==> src/rtl/step_pkg.sv <==
// Shared types for the single-step clock enable.
// Assumes: nothing beyond a synchronous design style.
package step_pkg;
    typedef enum logic {
        ST_RELEASED = 1'b0,
        ST_HELD     = 1'b1
    } press_state_t;
endpackage

==> src/rtl/btn_sync.sv <==
// Level synchronizer for an asynchronous button input.
// Assumes: STAGES >= 2; reset clears the chain to the released level.
module btn_sync #(
    parameter int STAGES = 2
) (
    input  logic clk,
    input  logic rst_n,
    input  logic din,
    output logic dout
);
    logic [STAGES-1:0] chain_q;

    // Shift the raw level through the flop chain.
    always_ff @(posedge clk) begin
        if (!rst_n) chain_q <= '0;
        else        chain_q <= {chain_q[STAGES-2:0], din};
    end

    assign dout = chain_q[STAGES-1];
endmodule

==> src/rtl/press_stepper.sv <==
// Turns each released-to-pressed transition of a synchronized button
// into one registered pulse of a single clock cycle.
// Assumes: btn_s is already in the clk domain.
module press_stepper
    import step_pkg::*;
(
    input  logic clk,
    input  logic rst_n,
    input  logic btn_s,
    output logic pulse
);
    press_state_t state_q;
    logic         pulse_q;

    // Track whether the button is currently held.
    always_ff @(posedge clk) begin
        if (!rst_n)     state_q <= ST_RELEASED;
        else if (btn_s) state_q <= ST_HELD;
        else            state_q <= ST_RELEASED;
    end

    // Fire once on the first sampled pressed cycle.
    always_ff @(posedge clk) begin
        if (!rst_n) pulse_q <= 1'b0;
        else        pulse_q <= btn_s && (state_q == ST_RELEASED);
    end

    assign pulse = pulse_q;


    pulse_width_chk: assert property (@(posedge clk) disable iff (!rst_n)
        pulse_q |=> !pulse_q);
endmodule

==> src/rtl/boot_latch.sv <==
// Sticky record that the boot loader has finished.
// Assumes: set input is synchronous to clk.
module boot_latch (
    input  logic clk,
    input  logic rst_n,
    input  logic set_in,
    output logic done
);
    logic done_q;

    // Set on overflow, hold until reset.
    always_ff @(posedge clk) begin
        if (!rst_n) done_q <= 1'b0;
        else        done_q <= done_q | set_in;
    end

    assign done = done_q;


    ovf_sets_chk: assert property (@(posedge clk) disable iff (!rst_n)
        set_in |=> done_q);

    latch_hold_chk: assert property (@(posedge clk) disable iff (!rst_n)
        done_q |=> done_q);
endmodule

==> src/rtl/step_clock_gate.sv <==
// Processor clock enable: always on during boot, one pulse per button
// press afterwards.
// Assumes: button_in is asynchronous; boot_ovf is synchronous to clk.
module step_clock_gate #(
    parameter int SYNC_STAGES = 2
) (
    input  logic clk,
    input  logic rst_n,
    input  logic button_in,
    input  logic boot_ovf,
    output logic step_en
);
    logic btn_s;
    logic press_pulse;
    logic booted;

    btn_sync #(.STAGES(SYNC_STAGES)) u_sync (
        .clk   (clk),
        .rst_n (rst_n),
        .din   (button_in),
        .dout  (btn_s)
    );

    press_stepper u_step (
        .clk   (clk),
        .rst_n (rst_n),
        .btn_s (btn_s),
        .pulse (press_pulse)
    );

    boot_latch u_boot (
        .clk    (clk),
        .rst_n  (rst_n),
        .set_in (boot_ovf),
        .done   (booted)
    );

    // Select free-running enable during boot, button pulses after.
    always_comb begin
        if (booted) step_en = press_pulse;
        else        step_en = 1'b1;
    end


    boot_run_chk: assert property (@(posedge clk) disable iff (!rst_n)
        !booted |-> step_en);
endmodule

==> config.mk <==
export PLATFORM = sky130hd
export DESIGN_NAME = step_clock_gate
export DESIGN_NICKNAME = d
export VERILOG_FILES = /design/src/rtl/step_pkg.sv /design/src/rtl/btn_sync.sv /design/src/rtl/press_stepper.sv /design/src/rtl/boot_latch.sv /design/src/rtl/step_clock_gate.sv
export SDC_FILE = /design/constraint.sdc
export NUM_CORES = 1
export LEC_CHECK = 0
export BUFFER_PORTS_ARGS = -buffer_cell sky130_fd_sc_hd__buf_2
export CORE_AREA = 5 5 42 44
export DETAILED_ROUTE_END_ITERATION = 8
export DIE_AREA = 0 0 47 49
export GPL_TIMING_DRIVEN = 0
export PLACE_DENSITY = 0.32
export REMOVE_ABC_BUFFERS = 1
export SYNTH_ARGS = -nofsm -noshare
export SYNTH_HDL_FRONTEND = slang
export SYNTH_HIERARCHICAL = 1
export SYNTH_SLANG_ARGS = --single-unit
export TNS_END_PERCENT = 50
==> constraint.sdc <==
create_clock -name clk -period 1.75 [get_ports clk]
set_input_delay 0.35 -clock clk [delete_from_list [all_inputs] [get_ports clk]]
set_output_delay 0.35 -clock clk [all_outputs]
set_load 0.01 [all_outputs]
=== Yosys cells after proc, flatten, opt, wreduce, memory -nomap -nowiden ===
Cells that the tools add are included.

* Bits of input ports: 4
* Word-level logic and storage cells: 9
* Flip-flop bits (word level): 5
* Output and inout bits: 1

* Reduce and logical (&&, ||, !) cells: 1
* Bitwise operators: 2
* Multiplexer cells: 2

{| class="wikitable"
|+ Operators by type and width
! kind !! count
|-
| $mux 1 || 2
|-
| $logic_and 1x1->1 || 1
|-
| $not 1->1 || 1
|-
| $or 1x1->1 || 1
|}

=== Longest topological paths before layout ===
Gate-level depths: netlist of run 1.

* Depth in word-level cells: 2
* Gate-level depth with buffers: 1
* Depth with buffers taken out: 1

=== Modules after synthesis ===
The synthesis of run 1 kept the hierarchy.

{| class="wikitable"
|+ Modules (own cells, without submodules)
! module !! instances !! cells each !! area each (um^2) !! sequential area each (um^2)
|-
| press_stepper || 1 || 4 || 55.1 || 40.0
|-
| btn_sync || 1 || 4 || 52.6 || 40.0
|-
| boot_latch || 1 || 2 || 27.5 || 20.0
|-
| step_clock_gate || 1 || 1 || 6.3 || 0.0
|}

=== Worst setup path before layout of run 1 ===
OpenSTA, ideal clock, no wires.

* Path type: register to output
* Start point: reg u_step.pulse_q (netlist: u_step/pulse)
* End point: out step_en
* Buffers on the path: 0
* Path slack: 0.965 ns
* Data arrival time: 0.435 ns
* Stages on the path, launching flop included: 2
* Data required time: 1.400 ns
* Path through: dfxtp_1 -> nand2b_1

* Longest elaborated chain between the ends: 1

{| class="wikitable"
|+ Ends and longest elaborated chain
! item !! line !! RTL
|-
| start, declared || press_stepper.sv:13 || <nowiki>logic pulse_q;</nowiki>
|-
| start signal, assigned || press_stepper.sv:25 || <nowiki>else pulse_q <= btn_s && (state_q == ST_RELEASED);</nowiki>
|-
| $mux 1 || step_clock_gate.sv:40 || <nowiki>if (booted) step_en = press_pulse;</nowiki>
|-
| end, declared || step_clock_gate.sv:11 || <nowiki>output logic step_en</nowiki>
|}

No other way between the ends.

=== Worst setup path after layout of run 1 ===
Ends and elaborated chain as after synthesis.

==> results of run 1 <==
==> power by group <==
part / leakage (uW) / internal, uW / switching [uW]
combinational: 0.0000347 / 6.65 / 4.07
sequential: 0.0000412 / 119 / 1.41
clock: 0.0000150 / 86.1 / 45.1
total: 0.0000909 / 212 / 50.6
==> kinds of logic after synthesis <==
logic type      after synthesis
simple gates                  5
compound gates                1
flops                         5
==> routing by layer <==
layer	track usage	up-vias
met2	0.0204	8
met3	0.0738	0
met1	0.0221	36
met5	0	-
li1	-	51
met4	0.0138	0
==> how the worst max path moves through the flow <==
stage | endpoint | slack, ns | cells past startpoint
3_5_place_dp | step_en | 0.88 | 2
3_3_place_gp | step_en | 0.88 | 2
4_1_cts | step_en | 0.61 | 2
5_1_grt | step_en | 0.58 | 2
2_1_floorplan | step_en | 0.97 | 1
6_report | step_en | 0.63 | 2
==> synth_stat cells <==
library cell               number
sky130_fd_sc_hd__nand2b_1       1
sky130_fd_sc_hd__dfxtp_1        5
sky130_fd_sc_hd__and2_1         3
sky130_fd_sc_hd__and3b_1        1
sky130_fd_sc_hd__o21a_1         1
==> metrics by stage <==
step	setup WS [ns]	instances
finish	0.627	35
global route	0.582	35
CTS	0.613	35
detailed placement	0.878	31
global placement	0.875	31
floorplan	0.965	11
==> registers in the layout, indices dropped and copies added (netlist names) <==
name,count
u_step/pulse,1
u_step/state_q,1
u_sync/chain_q,2
u_boot/done,1
==> critical path, delay by kind of cell (launching register included) <==
kind	cells	cell delay (ns)
buf+inv	1	0.13
flops	1	0.28
simple gates	1	0.12
==> cell type report <==
class                   count  area [um^2]  share of cell area
multi-input cells           6         41.3               0.199
flip-flops and latches      5          100               0.482
clock buffers               4         26.3               0.127
well taps                  16         20.0              0.0964
repair buffers              4         20.0              0.0964
==> results.md, run 1 <==
- First drt pass iteration count: 2
- CTS Buffer Depth: 2
- Category of the most critical setup path: register to primary output
- Worst slack on hold paths: 0.314 ns
- Core Footprint: ~1400 um^2
- Crit path arrival time: 0.77 ns
- Total number of clock tree sinks: 5
- Power per cell area: 1260 nW/um^2
- Max-cap check violation count: 0
- Crit path max fanout: 1
- Overflow after GRT: 0
- Synthesized instance count: 11
- Simple logic cell fraction of the synthesized area: 0.239
- Via count: 95
- Register-to-register path setup slack: roughly 1.2 ns
- Share of synthesized area spent on multiplexers: 0
- CTS clk-pin slew, worst paths: approximately 0.040 ns
- Latest clock arrival within the worst-skew pair: 0.24 ns
- Final setup skew: ~0.0035 ns
- Combinational family with the most area after synthesis: simple AND/OR/NAND/NOR gates
- # rows: 14
- Number of design-rule violations left by the first detailed-router iteration: 1
- Critical R2R Capture: u_boot/done
- M1 WL: 78 um
- FF+latch count, synth: 5
- Initial antenna violation count: 0
- Gates resized, CTS repair: 0
- Portion of the post-synthesis area used by sequential elements: 0.708
- Area share of fa/ha/maj cells after synthesis: 0
- Buffers inserted by post-CTS timing repair: 0
- I/O pin count: 5
- Clock tree from TritonCTS: yes
- Number of nets at the end of the flow: 24
- Via count of the first global-routing pass: 88
- Compound-gate portion of the synthesized area: 0.0531
- Total detailed-routing wirelength: 198 um
- Number of nets still failing antenna checks after routing: 0
- Number of buffers added to fix hold violations after cts: 0
- Power, Total: 263 uW
- Headroom to the max-slew limit: 0.954
- Fill cells: 165
- Antenna diode count: 0
- Most common cell after layout, fill and taps aside: sky130_fd_sc_hd__dfxtp_1
- Hold-critical path depth: 2
- Total length of routed met3 wires: 71 um
- Final-report setup violation count: 0
- Biggest area consumer among synthesized cells: sky130_fd_sc_hd__dfxtp_1
- CTS root buf: sky130_fd_sc_hd__clkbuf_4
- Total placed instance area: 181 um^2
- Die Span Y: 49 um
- Yosys Warn Count: 6
- Xor and xnor fraction of the mapped netlist area: 0
- Num CTS Buffers: 3
- Number of levels the H-tree was split into: 1
- DR WL/cell: 5.66 um
- Number of input and output port buffers inserted: 4
- Worst Tran Pin Value: 0.0684 ns
- Ordered list of cells on the worst path: nand2b_1 > buf_2
- Worst setup EP type: primary output
- Top sig layer: met3
- Layout cells sized above 1: 0.368
- Leakage: between 0.00009 and 0.0001 uW
- Setup repair after global routing missed its margin: false
- Die Outline Area: between 2000 and 2500 um^2
- Mean instance size in the synthesized netlist: about 13 um^2
- Most used cells in the layout excluding fill and tap cells: sky130_fd_sc_hd__dfxtp_1, sky130_fd_sc_hd__buf_2, sky130_fd_sc_hd__clkbuf_4, sky130_fd_sc_hd__and2_1
- Via/cell ratio: 2.71
- Post-synthesis cell area: 141 um^2
- Overall routing resource usage: 0.0296
- Post-route clock period utilization: 0.642
- Area growth from synthesis to layout: 46.9%
- Capture endpoint of the worst hold path: u_sync/chain_q[0]
- Maximum number of pins on one net before global-route repair: 6
- Maximum vdd ir drop: 467 uV
- Weighted congestion at the end of routability-driven global placement: 0.577
- Routed length on met2: 48 um
- Worst R2R Start: u_boot/done
- Width of the die: 47 um
- Synth top area share: 0.708
- Critical path origin: u_step/pulse
- WP data required: 1.40 ns
- Sum of negative setup slack: 0 ns
- Top cells by area, synth: sky130_fd_sc_hd__dfxtp_1, sky130_fd_sc_hd__and2_1, sky130_fd_sc_hd__and3b_1
- Library cells used by synthesis: 5
- Crit-path max cell delay: 0.28 ns
- Total count of max-transition violations in the final report: 0
- Residual DRC: 0
- Run status: finished, final reports clean
- Tmin final: around 1.1 ns
- Global-route wire length before repair: 372 um
- Final number of hold-violating endpoints: 0
- Number of cells on the worst reg-to-reg path: 1
- Hold Crit Start: button_in
- Peak Freq: 0.890 GHz
- Cell area after layout: 208 um^2
- Class of the tightest hold or removal check: primary input to register
- Final core area utilization: 0.148
- Crit-path slowest cell: sky130_fd_sc_hd__dfxtp_1
- Starting Density: 0.101
- Startpoint Class: register
(Power assumes the default switching activity.)
==> inputs of run 2 (changes only) <==
--- a/config.mk
+++ b/config.mk
@@ -5,12 +5,13 @@
 export SDC_FILE = /design/constraint.sdc
 export NUM_CORES = 1
 export LEC_CHECK = 0
+export ABC_AREA = 1
 export BUFFER_PORTS_ARGS = -buffer_cell sky130_fd_sc_hd__buf_2
 export CORE_AREA = 5 5 42 44
 export DETAILED_ROUTE_END_ITERATION = 8
 export DIE_AREA = 0 0 47 49
 export GPL_TIMING_DRIVEN = 0
-export PLACE_DENSITY = 0.32
+export PLACE_DENSITY = 0.33
 export REMOVE_ABC_BUFFERS = 1
 export SYNTH_ARGS = -nofsm -noshare
 export SYNTH_HDL_FRONTEND = slang
==> constraint.sdc (replaced) <==
create_clock -name clk -period 0.9 [get_ports clk]
set_input_delay 0.18 -clock clk [delete_from_list [all_inputs] [get_ports clk]]
set_output_delay 0.18 -clock clk [all_outputs]
set_load 0.01 [all_outputs]
==> results.md, run 2 <==
- Total detailed-routing wirelength: 230 um (was 198 um)
- FF+latch count, synth: 5 (unchanged)
- Startpoint Class: register (unchanged)
- Area taken by multi-input logic gates: 28.8 um^2 (was 41.3 um^2)
- Via count: 108 (was 95)
- Via count of the first global-routing pass: 96 (was 88)
- Crit-path slowest cell: sky130_fd_sc_hd__dfxtp_1 (unchanged)
- Category of the most critical setup path: register to primary output (unchanged)
- Total count of max-transition violations in the final report: 0 (unchanged)
- Post-route clock period utilization: 1.01
- # rows: 14 (unchanged)
- Num CTS Buffers: 3 (unchanged)
- Latest clock arrival within the worst-skew pair: 0.24 ns (about the same)
- Crit-path max cell delay: 0.29 ns (was 0.28 ns)
- Crit path max fanout: 1 (unchanged)
- Die Outline Area: 2300 um^2 (unchanged)
- Via/cell ratio: 2.63 (was 2.71)
- Most common cell after layout, fill and taps aside: sky130_fd_sc_hd__inv_1 (was sky130_fd_sc_hd__dfxtp_1)
- Worst Tran Pin Value: 0.0889 ns (was 0.0684 ns)
- CTS clk-pin slew, worst paths: 0.04 ns (about the same)
- Antenna diode count: 0 (unchanged)
- Number of nets at the end of the flow: 30 (was 24)
- Number of nets still failing antenna checks after routing: 0 (unchanged)
- Library cells used by synthesis: 5 (unchanged)
- Overflow after GRT: 0 (unchanged)
- Mean instance size in the synthesized netlist: 8.68 um^2 (was 12.9 um^2)
- Worst setup EP type: primary output (unchanged)
- Fraction of registers with async set or reset after synthesis: 0 (unchanged)
- Headroom to the max-slew limit: 0.940 (was 0.954)
- Class of the tightest hold or removal check: primary input to register (unchanged)
- CTS Buffer Depth: 2 (unchanged)
- Power per cell area: 2400 nW/um^2 (was 1260 nW/um^2)
- Register area: 101 um^2 (was 100 um^2)
- CTS root buf: sky130_fd_sc_hd__clkbuf_4 (unchanged)
- Power, Total: 517 uW (was 263 uW)
- Final-report setup violation count: 1 (was 0)
- Run status: finished with violations (was finished, final reports clean)
- Largest register by flop count: u_sync/chain_q (unchanged)
- DR WL/cell: 5.61 um (was 5.66 um)
- Leakage: 0.000118 uW (was 0.0000909 uW)
- Setup repair after global routing missed its margin: true (was false)
- Number of input and output port buffers inserted: 4 (unchanged)
- M1 WL: 109 um (was 78 um)
- EDFF count, synth: 0 (unchanged)
- Buffers inserted by post-CTS timing repair: 0 (unchanged)
- Biggest area consumer among synthesized cells: sky130_fd_sc_hd__dfxtp_1 (unchanged)
- I/O pin count: 5 (unchanged)
- Maximum vdd ir drop: 778 uV (was 467 uV)
- Peak Freq: 1.10 GHz
- Ordered list of cells on the worst path: inv_1 > nand2_1 > buf_2 (was nand2b_1 > buf_2)
- Number of levels the H-tree was split into: 1 (unchanged)
- Weighted congestion at the end of routability-driven global placement: 0.505 (was 0.577)
- Fill cells: 171 (was 165)
- Width of the die: 47 um (unchanged)
- Routed length on met2: 49 um (was 48 um)
- Area growth from synthesis to layout: 45.8% (was 46.9%)
- Top sig layer: met4 (was met3)
- Post-synthesis cell area: 148 um^2 (was 141 um^2)
- Overall routing resource usage: 0.0345 (was 0.0296)
- Final setup skew: 0.00261 ns (was 0.00353 ns)
- Synth top area share: 0.678 (was 0.708)
- Sum of negative setup slack: -0.00931 ns (was 0 ns)
- Max-cap check violation count: 0 (unchanged)
- Layout cells sized above 1: 0.360 (was 0.368)
- Yosys Warn Count: 6 (unchanged)
- Number of flip-flops under the largest register name: 2 (unchanged)
- Starting Density: 0.105 (was 0.101)
- Synthesized instance count: 17 (was 11)
- Setup slack of the critical path after layout: -0.00931 ns (was 0.627 ns)
- Maximum number of pins on one net before global-route repair: 5 (was 6)
- Initial antenna violation count: 0 (unchanged)
- Most used cells in the layout excluding fill and tap cells: sky130_fd_sc_hd__inv_1, sky130_fd_sc_hd__nand2_1, sky130_fd_sc_hd__buf_2, sky130_fd_sc_hd__dfxtp_1, sky130_fd_sc_hd__clkbuf_4 (was sky130_fd_sc_hd__dfxtp_1, sky130_fd_sc_hd__buf_2, sky130_fd_sc_hd__clkbuf_4, sky130_fd_sc_hd__and2_1)
- Commonest cells in the synthesized netlist: sky130_fd_sc_hd__dfxtp_1, sky130_fd_sc_hd__inv_1, sky130_fd_sc_hd__nand2_1, sky130_fd_sc_hd__nor2_1, sky130_fd_sc_hd__nor2_2 (was sky130_fd_sc_hd__dfxtp_1, sky130_fd_sc_hd__and2_1, sky130_fd_sc_hd__and3b_1, sky130_fd_sc_hd__nand2b_1, sky130_fd_sc_hd__o21a_1)
- Die Span Y: 49 um (unchanged)
- Clock tree from TritonCTS: yes (unchanged)
- Residual DRC: 0 (unchanged)
- Portion of the post-synthesis area used by sequential elements: 0.678 (was 0.708)
- WP data required: 0.72 ns (was 1.40 ns)
- First drt pass iteration count: 1 (was 2)
- Critical path's top delay family: flip-flops (unchanged)
- Critical path buffers and inverters: 2 (was 1)
- Total number of clock tree sinks: 5 (unchanged)
- Top cells by area, synth: sky130_fd_sc_hd__dfxtp_1, sky130_fd_sc_hd__inv_1, sky130_fd_sc_hd__nand2_1 (was sky130_fd_sc_hd__dfxtp_1, sky130_fd_sc_hd__and2_1, sky130_fd_sc_hd__and3b_1)
- Final number of hold-violating endpoints: 0 (unchanged)
- Primary flip-flop cell chosen by synthesis mapping: sky130_fd_sc_hd__dfxtp_1 (unchanged)
- Total length of routed met3 wires: 64 um (was 71 um)
- Global-route wire length before repair: 393 um (was 372 um)
- Tmin final: 0.909 ns
- Core Footprint: 1400 um^2 (unchanged)
- Violations in the final reports: setup timing
- Crit path arrival time: 0.73 ns (was 0.77 ns)
- Number of design-rule violations left by the first detailed-router iteration: 0 (was 1)
## run 2: cell types whose count changed in the layout (fill, tap and decap cells not counted), sizes merged
cell	before	now
and2	3	0
and3b	1	0
inv	0	5
nand2	0	4
nand2b	1	0
nor2	0	3
o21a	1	0
## run 2: power breakdown
part | switching, uW | internal (uW) | total, uW
logic | 11.4 | 11.4 | 22.8
registers | 3.17 | 233 | 236
clock network | 90.3 | 168 | 258
total | 105 | 412 | 517
## run 2: worst paths after layout
check                               startpoint                end  slack, ns  cells past startpoint
worst max-delay path              u_step/pulse            step_en     -0.009                      3
worst min-delay path                 button_in  u_sync/chain_q[0]       0.12                      3
worst max register to register     u_boot/done        u_boot/done       0.36                      2
worst min register to register  u_step/state_q       u_step/pulse       0.40                      1
## run 2: logic make-up (layout without fill, tap and decap cells)
group,Yosys count,count (layout),synth area share
DFF,5,5,0.678
buffers and inverters,5,13,0.127
and+or+nand+nor,7,7,0.195
## run 2: final cells by class
class,count,share of cell area
well taps,16,0.0930
clock buffers,4,0.122
multi-input cells,7,0.134
repair buffers,4,0.0930
flip-flops and latches,5,0.471
inverters,5,0.0872
## run 2: through the flow
stage / worst slack [ns] / cells / hold WS (ns) / util / area, um^2
after floorplan: 0.321 / 17 / 0.273 / - / 148
after global placement: 0.242 / 37 / 0.359 / 0.134 / 188
after detailed placement: 0.239 / 37 / 0.360 / 0.134 / 188
after CTS: -0.0240 / 41 / 0.105 / 0.154 / 215
after global routing: -0.0880 / 41 / 0.116 / 0.154 / 215
final: -0.00931 / 41 / 0.117 / 0.154 / 215
## run 2: what timing repair did
| item | in CTS | in global routing |
|---|---|---|
| endpoints found under the hold margin | 0 | 0 |
| pin swaps | 0 | 0 |
| setup endpoints to repair | 1 | 1 |
| cloned | 0 | 0 |
| gates resized for setup | 1 | 0 |
| hold buffers | 0 | 0 |
## run 2: metal layers
layer  track usage  up-vias
met3        0.0664        2
met4        0.0415        0
met2        0.0158        9
li1              -       61
met5             0        -
met1        0.0330       36
## run 2: tightest hold or removal path, cell delays in order
cell and delay [ns]:
sky130_fd_sc_hd__buf_2 0.07, sky130_fd_sc_hd__nand2_1 0.04, sky130_fd_sc_hd__inv_1 0.04
